### src/rtl/crc_loader_pkg.sv
package crc_loader_pkg;

  localparam logic [31:0] CRC_POLY = 32'h04C1_1DB7;
  localparam logic [31:0] CRC_INIT = 32'hFFFF_FFFF;

  typedef enum logic [2:0] {
    ST_IDLE,
    ST_REQ_EXP,
    ST_WAIT_EXP,
    ST_REQ_DAT,
    ST_WAIT_DAT,
    ST_WAIT_DST,
    ST_CHECK,
    ST_HALT
  } loaderState_e;

  // Strobes from the control FSM to the datapath
  typedef struct packed {
    logic latchCmd;   // capture base, length, retry limit
    logic loadExp;    // take expected CRC, restart engine CRC and index
    logic stepCrc;    // take one data word
    logic capDst;     // take destination CRC
    logic pushLog;    // record failed attempt
    logic bumpRetry;  // next attempt
  } loaderStrb_t;

  // One 32-bit word folded into the CRC, most significant bit first
  function automatic logic [31:0] crcStep(input logic [31:0] crcIn,
                                          input logic [31:0] word);
    logic [31:0] r;
    r = crcIn ^ word;
    for (int i = 0; i < 32; i++) begin
      r = r[31] ? ((r << 1) ^ CRC_POLY) : (r << 1);
    end
    return r;
  endfunction

endpackage

### src/rtl/crc_loader_errlog.sv
module crc_loader_errlog #(
  parameter int AW    = 16,
  parameter int RW    = 3,
  parameter int DEPTH = 8
) (
  input  logic          clk,
  input  logic          rstN,
  input  logic          push,
  input  logic [AW-1:0] pushBase,
  input  logic [1:0]    pushPoint,
  input  logic [RW-1:0] pushRetry,
  input  logic          pop,
  output logic          headValid,
  output logic [AW-1:0] headBase,
  output logic [1:0]    headPoint,
  output logic [RW-1:0] headRetry
);

  localparam int PW = $clog2(DEPTH);
  localparam int EW = AW + 2 + RW;

  logic [EW-1:0] mem [DEPTH];
  logic [PW-1:0] wrPtr, rdPtr;
  logic [PW:0]   count;
  logic          full, doPush, doPop;

  assign full      = (count == (PW+1)'(DEPTH));
  assign headValid = (count != '0);
  assign doPush    = push && !full;
  assign doPop     = pop && headValid;

  always_ff @(posedge clk) begin
    if (doPush) mem[wrPtr] <= {pushBase, pushPoint, pushRetry};
  end

  always_ff @(posedge clk or negedge rstN) begin
    if (!rstN) begin
      wrPtr <= '0;
      rdPtr <= '0;
      count <= '0;
    end else begin
      if (doPush) wrPtr <= wrPtr + PW'(1);
      if (doPop)  rdPtr <= rdPtr + PW'(1);
      case ({doPush, doPop})
        2'b10:   count <= count + (PW+1)'(1);
        2'b01:   count <= count - (PW+1)'(1);
        default: count <= count;
      endcase
    end
  end

  assign {headBase, headPoint, headRetry} = mem[rdPtr];

endmodule

### src/rtl/crc_loader_ctrl.sv
module crc_loader_ctrl
  import crc_loader_pkg::*;
(
  input  logic        clk,
  input  logic        rstN,
  input  logic        cmdStart,
  input  logic        cmdLenNonZero,
  input  logic        flashRdValid,
  input  logic        dstCrcValid,
  input  logic        lastWord,
  input  logic        engOk,
  input  logic        dstOk,
  input  logic        atLimit,
  output loaderStrb_t strb,
  output logic        flashReq,
  output logic        selExpAddr,
  output logic        busy,
  output logic        done,
  output logic        fatal
);

  loaderState_e stateQ, stateD;

  always_comb begin
    stateD     = stateQ;
    strb       = '0;
    flashReq   = 1'b0;
    selExpAddr = 1'b0;
    done       = 1'b0;
    case (stateQ)
      ST_IDLE: begin
        if (cmdStart && cmdLenNonZero) begin
          strb.latchCmd = 1'b1;
          stateD        = ST_REQ_EXP;
        end
      end
      ST_REQ_EXP: begin
        flashReq   = 1'b1;
        selExpAddr = 1'b1;
        stateD     = ST_WAIT_EXP;
      end
      ST_WAIT_EXP: begin
        if (flashRdValid) begin
          strb.loadExp = 1'b1;
          stateD       = ST_REQ_DAT;
        end
      end
      ST_REQ_DAT: begin
        flashReq = 1'b1;
        stateD   = ST_WAIT_DAT;
      end
      ST_WAIT_DAT: begin
        if (flashRdValid) begin
          strb.stepCrc = 1'b1;
          stateD       = lastWord ? ST_WAIT_DST : ST_REQ_DAT;
        end
      end
      ST_WAIT_DST: begin
        if (dstCrcValid) begin
          strb.capDst = 1'b1;
          stateD      = ST_CHECK;
        end
      end
      ST_CHECK: begin
        if (engOk && dstOk) begin
          done   = 1'b1;
          stateD = ST_IDLE;
        end else begin
          strb.pushLog = 1'b1;
          if (atLimit) begin
            stateD = ST_HALT;
          end else begin
            strb.bumpRetry = 1'b1;
            stateD         = ST_REQ_EXP;
          end
        end
      end
      default: stateD = ST_HALT;
    endcase
  end

  always_ff @(posedge clk or negedge rstN) begin
    if (!rstN) stateQ <= ST_IDLE;
    else       stateQ <= stateD;
  end

  assign busy  = (stateQ != ST_IDLE) && (stateQ != ST_HALT);
  assign fatal = (stateQ == ST_HALT);

endmodule

### src/rtl/crc_loader_dpath.sv
module crc_loader_dpath
  import crc_loader_pkg::*;
#(
  parameter int AW        = 16,
  parameter int LW        = 8,
  parameter int RW        = 3,
  parameter int LOG_DEPTH = 8
) (
  input  logic          clk,
  input  logic          rstN,
  input  loaderStrb_t   strb,
  input  logic          selExpAddr,
  input  logic [AW-1:0] cmdBase,
  input  logic [LW-1:0] cmdLen,
  input  logic [RW-1:0] cmdRetryLimit,
  input  logic [31:0]   flashRdData,
  input  logic [31:0]   dstCrc,
  output logic [AW-1:0] flashAddr,
  output logic          dstWrEn,
  output logic [LW-1:0] dstWrAddr,
  output logic [31:0]   dstWrData,
  output logic          lastWord,
  output logic          engOk,
  output logic          dstOk,
  output logic          atLimit,
  input  logic          logPop,
  output logic          logValid,
  output logic [AW-1:0] logBase,
  output logic [1:0]    logPoint,
  output logic [RW-1:0] logRetry
);

  logic [AW-1:0] baseQ;
  logic [LW-1:0] lenQ, idxQ, wrAddrQ;
  logic [RW-1:0] limitQ, retryQ;
  logic [31:0]   expQ, crcQ, dstQ, wrDataQ;
  logic          wrEnQ;

  always_ff @(posedge clk or negedge rstN) begin
    if (!rstN) begin
      baseQ   <= '0;
      lenQ    <= '0;
      limitQ  <= '0;
      retryQ  <= '0;
      idxQ    <= '0;
      expQ    <= '0;
      crcQ    <= '0;
      dstQ    <= '0;
      wrEnQ   <= 1'b0;
      wrAddrQ <= '0;
      wrDataQ <= '0;
    end else begin
      wrEnQ <= strb.stepCrc;
      if (strb.latchCmd) begin
        baseQ  <= cmdBase;
        lenQ   <= cmdLen;
        limitQ <= cmdRetryLimit;
        retryQ <= '0;
      end
      if (strb.bumpRetry) retryQ <= retryQ + RW'(1);
      if (strb.loadExp) begin
        expQ <= flashRdData;
        crcQ <= CRC_INIT;
        idxQ <= '0;
      end
      if (strb.stepCrc) begin
        crcQ    <= crcStep(crcQ, flashRdData);
        idxQ    <= idxQ + LW'(1);
        wrAddrQ <= idxQ;
        wrDataQ <= flashRdData;
      end
      if (strb.capDst) dstQ <= dstCrc;
    end
  end

  assign flashAddr = selExpAddr ? (baseQ + AW'(lenQ)) : (baseQ + AW'(idxQ));
  assign dstWrEn   = wrEnQ;
  assign dstWrAddr = wrAddrQ;
  assign dstWrData = wrDataQ;
  assign lastWord  = (idxQ == lenQ - LW'(1));
  assign engOk     = (crcQ == expQ);
  assign dstOk     = (dstQ == expQ);
  assign atLimit   = (retryQ == limitQ);

  crc_loader_errlog #(
    .AW(AW), .RW(RW), .DEPTH(LOG_DEPTH)
  ) u_errlog (
    .clk       (clk),
    .rstN      (rstN),
    .push      (strb.pushLog),
    .pushBase  (baseQ),
    .pushPoint ({~dstOk, ~engOk}),
    .pushRetry (retryQ),
    .pop       (logPop),
    .headValid (logValid),
    .headBase  (logBase),
    .headPoint (logPoint),
    .headRetry (logRetry)
  );

endmodule

### src/rtl/crc_block_loader.sv
module crc_block_loader
  import crc_loader_pkg::*;
#(
  parameter int AW        = 16,
  parameter int LW        = 8,
  parameter int RW        = 3,
  parameter int LOG_DEPTH = 8
) (
  input  logic          clk,
  input  logic          rstN,
  input  logic          cmdStart,
  input  logic [AW-1:0] cmdBase,
  input  logic [LW-1:0] cmdLen,
  input  logic [RW-1:0] cmdRetryLimit,
  output logic          flashReq,
  output logic [AW-1:0] flashAddr,
  input  logic          flashRdValid,
  input  logic [31:0]   flashRdData,
  output logic          dstWrEn,
  output logic [LW-1:0] dstWrAddr,
  output logic [31:0]   dstWrData,
  input  logic          dstCrcValid,
  input  logic [31:0]   dstCrc,
  output logic          busy,
  output logic          done,
  output logic          fatal,
  output logic          logValid,
  input  logic          logPop,
  output logic [AW-1:0] logBase,
  output logic [1:0]    logPoint,
  output logic [RW-1:0] logRetry
);

  loaderStrb_t strb;
  logic selExpAddr, lastWord, engOk, dstOk, atLimit;

  crc_loader_ctrl u_ctrl (
    .clk           (clk),
    .rstN          (rstN),
    .cmdStart      (cmdStart),
    .cmdLenNonZero (cmdLen != '0),
    .flashRdValid  (flashRdValid),
    .dstCrcValid   (dstCrcValid),
    .lastWord      (lastWord),
    .engOk         (engOk),
    .dstOk         (dstOk),
    .atLimit       (atLimit),
    .strb          (strb),
    .flashReq      (flashReq),
    .selExpAddr    (selExpAddr),
    .busy          (busy),
    .done          (done),
    .fatal         (fatal)
  );

  crc_loader_dpath #(
    .AW(AW), .LW(LW), .RW(RW), .LOG_DEPTH(LOG_DEPTH)
  ) u_dpath (
    .clk           (clk),
    .rstN          (rstN),
    .strb          (strb),
    .selExpAddr    (selExpAddr),
    .cmdBase       (cmdBase),
    .cmdLen        (cmdLen),
    .cmdRetryLimit (cmdRetryLimit),
    .flashRdData   (flashRdData),
    .dstCrc        (dstCrc),
    .flashAddr     (flashAddr),
    .dstWrEn       (dstWrEn),
    .dstWrAddr     (dstWrAddr),
    .dstWrData     (dstWrData),
    .lastWord      (lastWord),
    .engOk         (engOk),
    .dstOk         (dstOk),
    .atLimit       (atLimit),
    .logPop        (logPop),
    .logValid      (logValid),
    .logBase       (logBase),
    .logPoint      (logPoint),
    .logRetry      (logRetry)
  );

endmodule

### config.mk
export PLATFORM = sky130hd
export DESIGN_NAME = crc_block_loader
export DESIGN_NICKNAME = d
export VERILOG_FILES = /design/src/rtl/crc_loader_pkg.sv /design/src/rtl/crc_loader_errlog.sv /design/src/rtl/crc_loader_ctrl.sv /design/src/rtl/crc_loader_dpath.sv /design/src/rtl/crc_block_loader.sv
export SDC_FILE = /design/constraint.sdc
export NUM_CORES = 1
export LEC_CHECK = 0
export BUFFER_PORTS_ARGS = -buffer_cell sky130_fd_sc_hd__buf_2
export CORE_UTILIZATION = 54
export DETAILED_ROUTE_END_ITERATION = 8
export PLACE_DENSITY_LB_ADDON = 0.08
export SYNTH_ARGS = -nofsm -noshare
export SYNTH_HDL_FRONTEND = slang
export SYNTH_SLANG_ARGS = --single-unit
### constraint.sdc
create_clock -name clk -period 3.97 [get_ports clk]
set_input_delay 0.397 -clock clk [delete_from_list [all_inputs] [get_ports clk]]
set_output_delay 0.397 -clock clk [all_outputs]
set_load 0.02 [all_outputs]
==> impl_results.md <==
- Dominant cell by count in the synthesized netlist: xnor2_1
- Antenna viol nets, final: 0
- TritonCTS sink count: roughly 360
- Clock Pin Slew Worst Setup and Hold Paths: 0.06 ns
- Post-detailed-placement half-perimeter wirelength: 32900 um
- Xor-xnor portion of the synthesized cell area: 21.9%
- Required time at the worst-slack endpoint: 3.57 ns
- Max-cap check violation count: 0
- End of the worst register-to-register path: u_dpath.crcQ[4]
- Fraction of synthesis flops using an asynchronous set or reset pin: around 53%
- Remaining global-route overflow: 0
- Post-synth EDFFs: ~170
- Synth Area per Inst: 13.8 sq um
- Unrepaired setup endpoints after global routing: true
- Number of vias in the routed layout: around 11000
- Total Neg Setup Slack: 0 ns
- Count of routing violations after the opening detailed-route iteration: 778
- Most area-hungry cell type in the Yosys netlist: edfxtp_1
- Drt via density: 5.49
- Type of the worst min-delay path: in2async
- Compound-Gate Fraction of Synth Area: between 2 and 3%
- Fraction of layout cells with a size suffix above 1: approximately a third
- Number of port buffers: between 150 and 200
- Termination of the worst setup path: flashAddr[9]
- Total nets after synthesis: about 1400
- Starting density of the core: a little under three fifths
- Final critical-path share of the clock period: about 98%
- Clock latency on the worst-skew pair: approximately 0.53 ns
- Final-layout fill cell count: between 2000 and 3000
- Gate Count Post-Synth: between 1000 and 1500
- CTS Hold Bufs: 0
- Sequential cell area: approximately 0.01 sq mm
- Smallest hold slack: -0.0404 ns
- Simple-gate portion of the synthesized area: 6.43%
- Die Y-Extent: between 150 and 200 um
- Kind of launch point of the worst setup path: register
- Area added between synthesis and finish: 18.5%
- First element of the critical path: u_ctrl.stateQ[1]
- Area of the die: between 0.03 and 0.04 sq mm
- Area occupied by multi-input gates: 0.00844 sq mm
- Worst relative slew slack: around 22%
- Synth unique cells: 50
- Minimum clock period: ~3.9 ns
- Top cells by instance count after synthesis: xnor2_1 (246), dfrtp_1 (188), edfxtp_1 (168)
- Worst Tran Pin Value: 1.17 ns
- Final count of negative-setup-slack endpoints: 0
- Area share of fa/ha/maj cells after synthesis: 1.32%
- Max H-tree Level: 2
- Clock tree from TritonCTS: done
- Status: complete, but fails checks
- R2r startpoint: u_dpath.crcQ[26]
- Initial DRT Pass Iterations: 5
- Top-area cell type share of the netlist area: 27.7%
- Maximum clock frequency: approximately 260 MHz
- Prevailing post-synth register cell: dfrtp_1
- Largest clock skew in the final design: roughly 0.015 ns
- Slew Viols, Final: 0
- Clock root buffer: clkbuf_16
- Largest family of logic cells by synthesized area: XOR/XNOR gates
- Data arrival time of the worst path: between 3 and 4 ns
- Final wirelength: roughly 46000 um
- Violations in the final reports: hold timing
- Maximum number of pins on one net before global-route repair: 100
- Placeable core area: roughly 0.033 sq mm
- Number of placement rows: between 60 and 70
- Synth warnings: 0
- Final Wtd Congestion: between 0.9 and 1
- I/O pin total: 180
- Synthesized flop and latch total: 356
- Multiplexer share of the synthesized area: around an eighth
- Critical Path Fanout Max: 4
- Initial antenna violation count: 1
- Number of failing hold endpoints at the final stage: 19
- Start-to-end type of the worst setup path: reg2out
- Die W: about 190 um
- Number of global-route vias before repair: 11400
- Combined global-route utilization of all metal layers: a little over a quarter
- Kind of capture point of the worst setup path: output port
- Clk buf depth: 3
- Biggest area contributors in the synthesized netlist: edfxtp_1 (28%), dfrtp_1 (26%), xnor2_1 (12%)
- Net count, final: ~1700
- Number of design rule violations left after detail routing: 0
- Final routed wire length divided by cell count: 22.6 um
- Sequential fraction of the synthesis area: 53.5%
- Number of CTS-inserted buffers: 38
- Global-route wire length before repair: around 69000 um
- Combined area of all synthesized cells: 0.0182 sq mm
- Number of antenna cells inserted: 0
- R2r worst-path depth: 9
- Slack of the worst reg-to-reg path: 0.20 ns
metal layers:
layer | share of wire (%) | track usage (%) | routed length [um] | vias to the layer above
li1 | - | - | - | 5142
met3 | 5.3 | 4.58 | 2430 | 83
met2 | 50 | 46.6 | 23200 | 326
met5 | 0.028 | 0 | 13 | -
met4 | 3.7 | 10.8 | 1710 | 2
met1 | 41 | 35.2 | 18800 | 5644
flip-flops by register name, indices dropped and copies added, names as in the netlist:
name	flops
u_dpath.idxQ	8
u_dpath.dstWrAddr	8
u_dpath.baseQ	16
u_dpath.lenQ	8
u_dpath.dstWrEn	1
u_dpath.u_errlog.count	4
u_dpath.retryQ	3
u_dpath.crcQ	32
u_ctrl.stateQ	3
u_dpath.u_errlog.rdPtr	3
u_dpath.dstQ	32
u_dpath.limitQ	3
u_dpath.u_errlog.wrPtr	3
u_dpath.u_errlog.mem	168
u_dpath.dstWrData	32
u_dpath.expQ	32
worst min path at each step:
stage	from	to	slack, ns	depth (start not counted)
final	rstN	u_dpath.dstQ[14]	-0.04	1
after global routing	rstN	u_dpath.dstQ[14]	0.04	1
after CTS	rstN	u_dpath.dstQ[14]	0.01	1
after detailed placement	u_dpath.dstWrData[2]	u_dpath.dstWrData[2]	0.46	2
after global placement	u_dpath.dstWrData[10]	u_dpath.dstWrData[10]	0.45	2
after floorplan	rstN	u_ctrl.stateQ[0]	0.10	0
per-stage QoR:
| step | util, % | setup WS (ns) | std cells | instance area, sq um | hold WS [ns] |
|---|---|---|---|---|---|
| floorplan | - | 0.174 | 1319 | 18200 | 0.101 |
| global placement | 61.1 | 0.0867 | 1962 | 20100 | 0.454 |
| detailed placement | 61.1 | 0.151 | 1962 | 20100 | 0.457 |
| CTS | 65.2 | 0.00952 | 2032 | 21400 | 0.0114 |
| global route | 65.7 | -0.0261 | 2039 | 21600 | 0.0374 |
| finish | 65.7 | 0.0905 | 2039 | 21600 | -0.0404 |
logic make-up (layout without fill, tap and decap cells):
logic type / count (synthesis) / after routing
muxes: 166 / 166
adders and majority gates: 18 / 18
buffers and inverters: 63 / 341
AOI/OAI and AO/OA: 85 / 85
and+or+nand+nor: 270 / 270
xor gates and xnor gates: 361 / 361
DFF: 356 / 356
what timing repair did:
| item | 4_1_cts | 5_1_grt |
|---|---|---|
| resized for setup | 11 | 25 |
| buffers inserted | 0 | 7 |
| pin swaps | 6 | 13 |
| endpoints found under the setup margin | 8 | 8 |
| cloned | 0 | 0 |
layout by cell type, fill, tap and decap left out, drive strengths merged, types with 8 or more instances in the layout:
master,instances
xnor2,259
buf,255
dfrtp,188
edfxtp,168
nand2,157
mux2,122
clkbuf,56
xor2,55
nor2,48
a21oi,44
mux4,42
xnor3,42
nand4,20
inv,19
o21ai,18
ha,16
nor4,9
nand2b,8
area by class of cell:
class | instances | share of cell area [%]
Clock inverter | 15 | 0.683
Timing Repair Buffer | 256 | 6.98
Inverter | 15 | 0.261
Multi-Input combinational cell | 900 | 39.1
Clock buffer | 55 | 5.32
Sequential cell | 356 | 45.1
Tap cell | 442 | 2.56
critical path, stage by stage (launching register included):
cell and delay (ns):
dfrtp_1 0.40, nor3b_4 0.31, mux2_4 0.36, ha_4 0.22, a21o_1 0.18, a21oi_4 0.15, o21bai_1 0.12, a21oi_2 0.17
o21bai_1 0.11, a21o_1 0.21, a21oi_4 0.28, nand2b_4 0.19, xnor2_2 0.11, buf_4 0.16
Power is not shown: default switching activity piles up to over one toggle a cycle in this logic, so the estimate is an artifact.
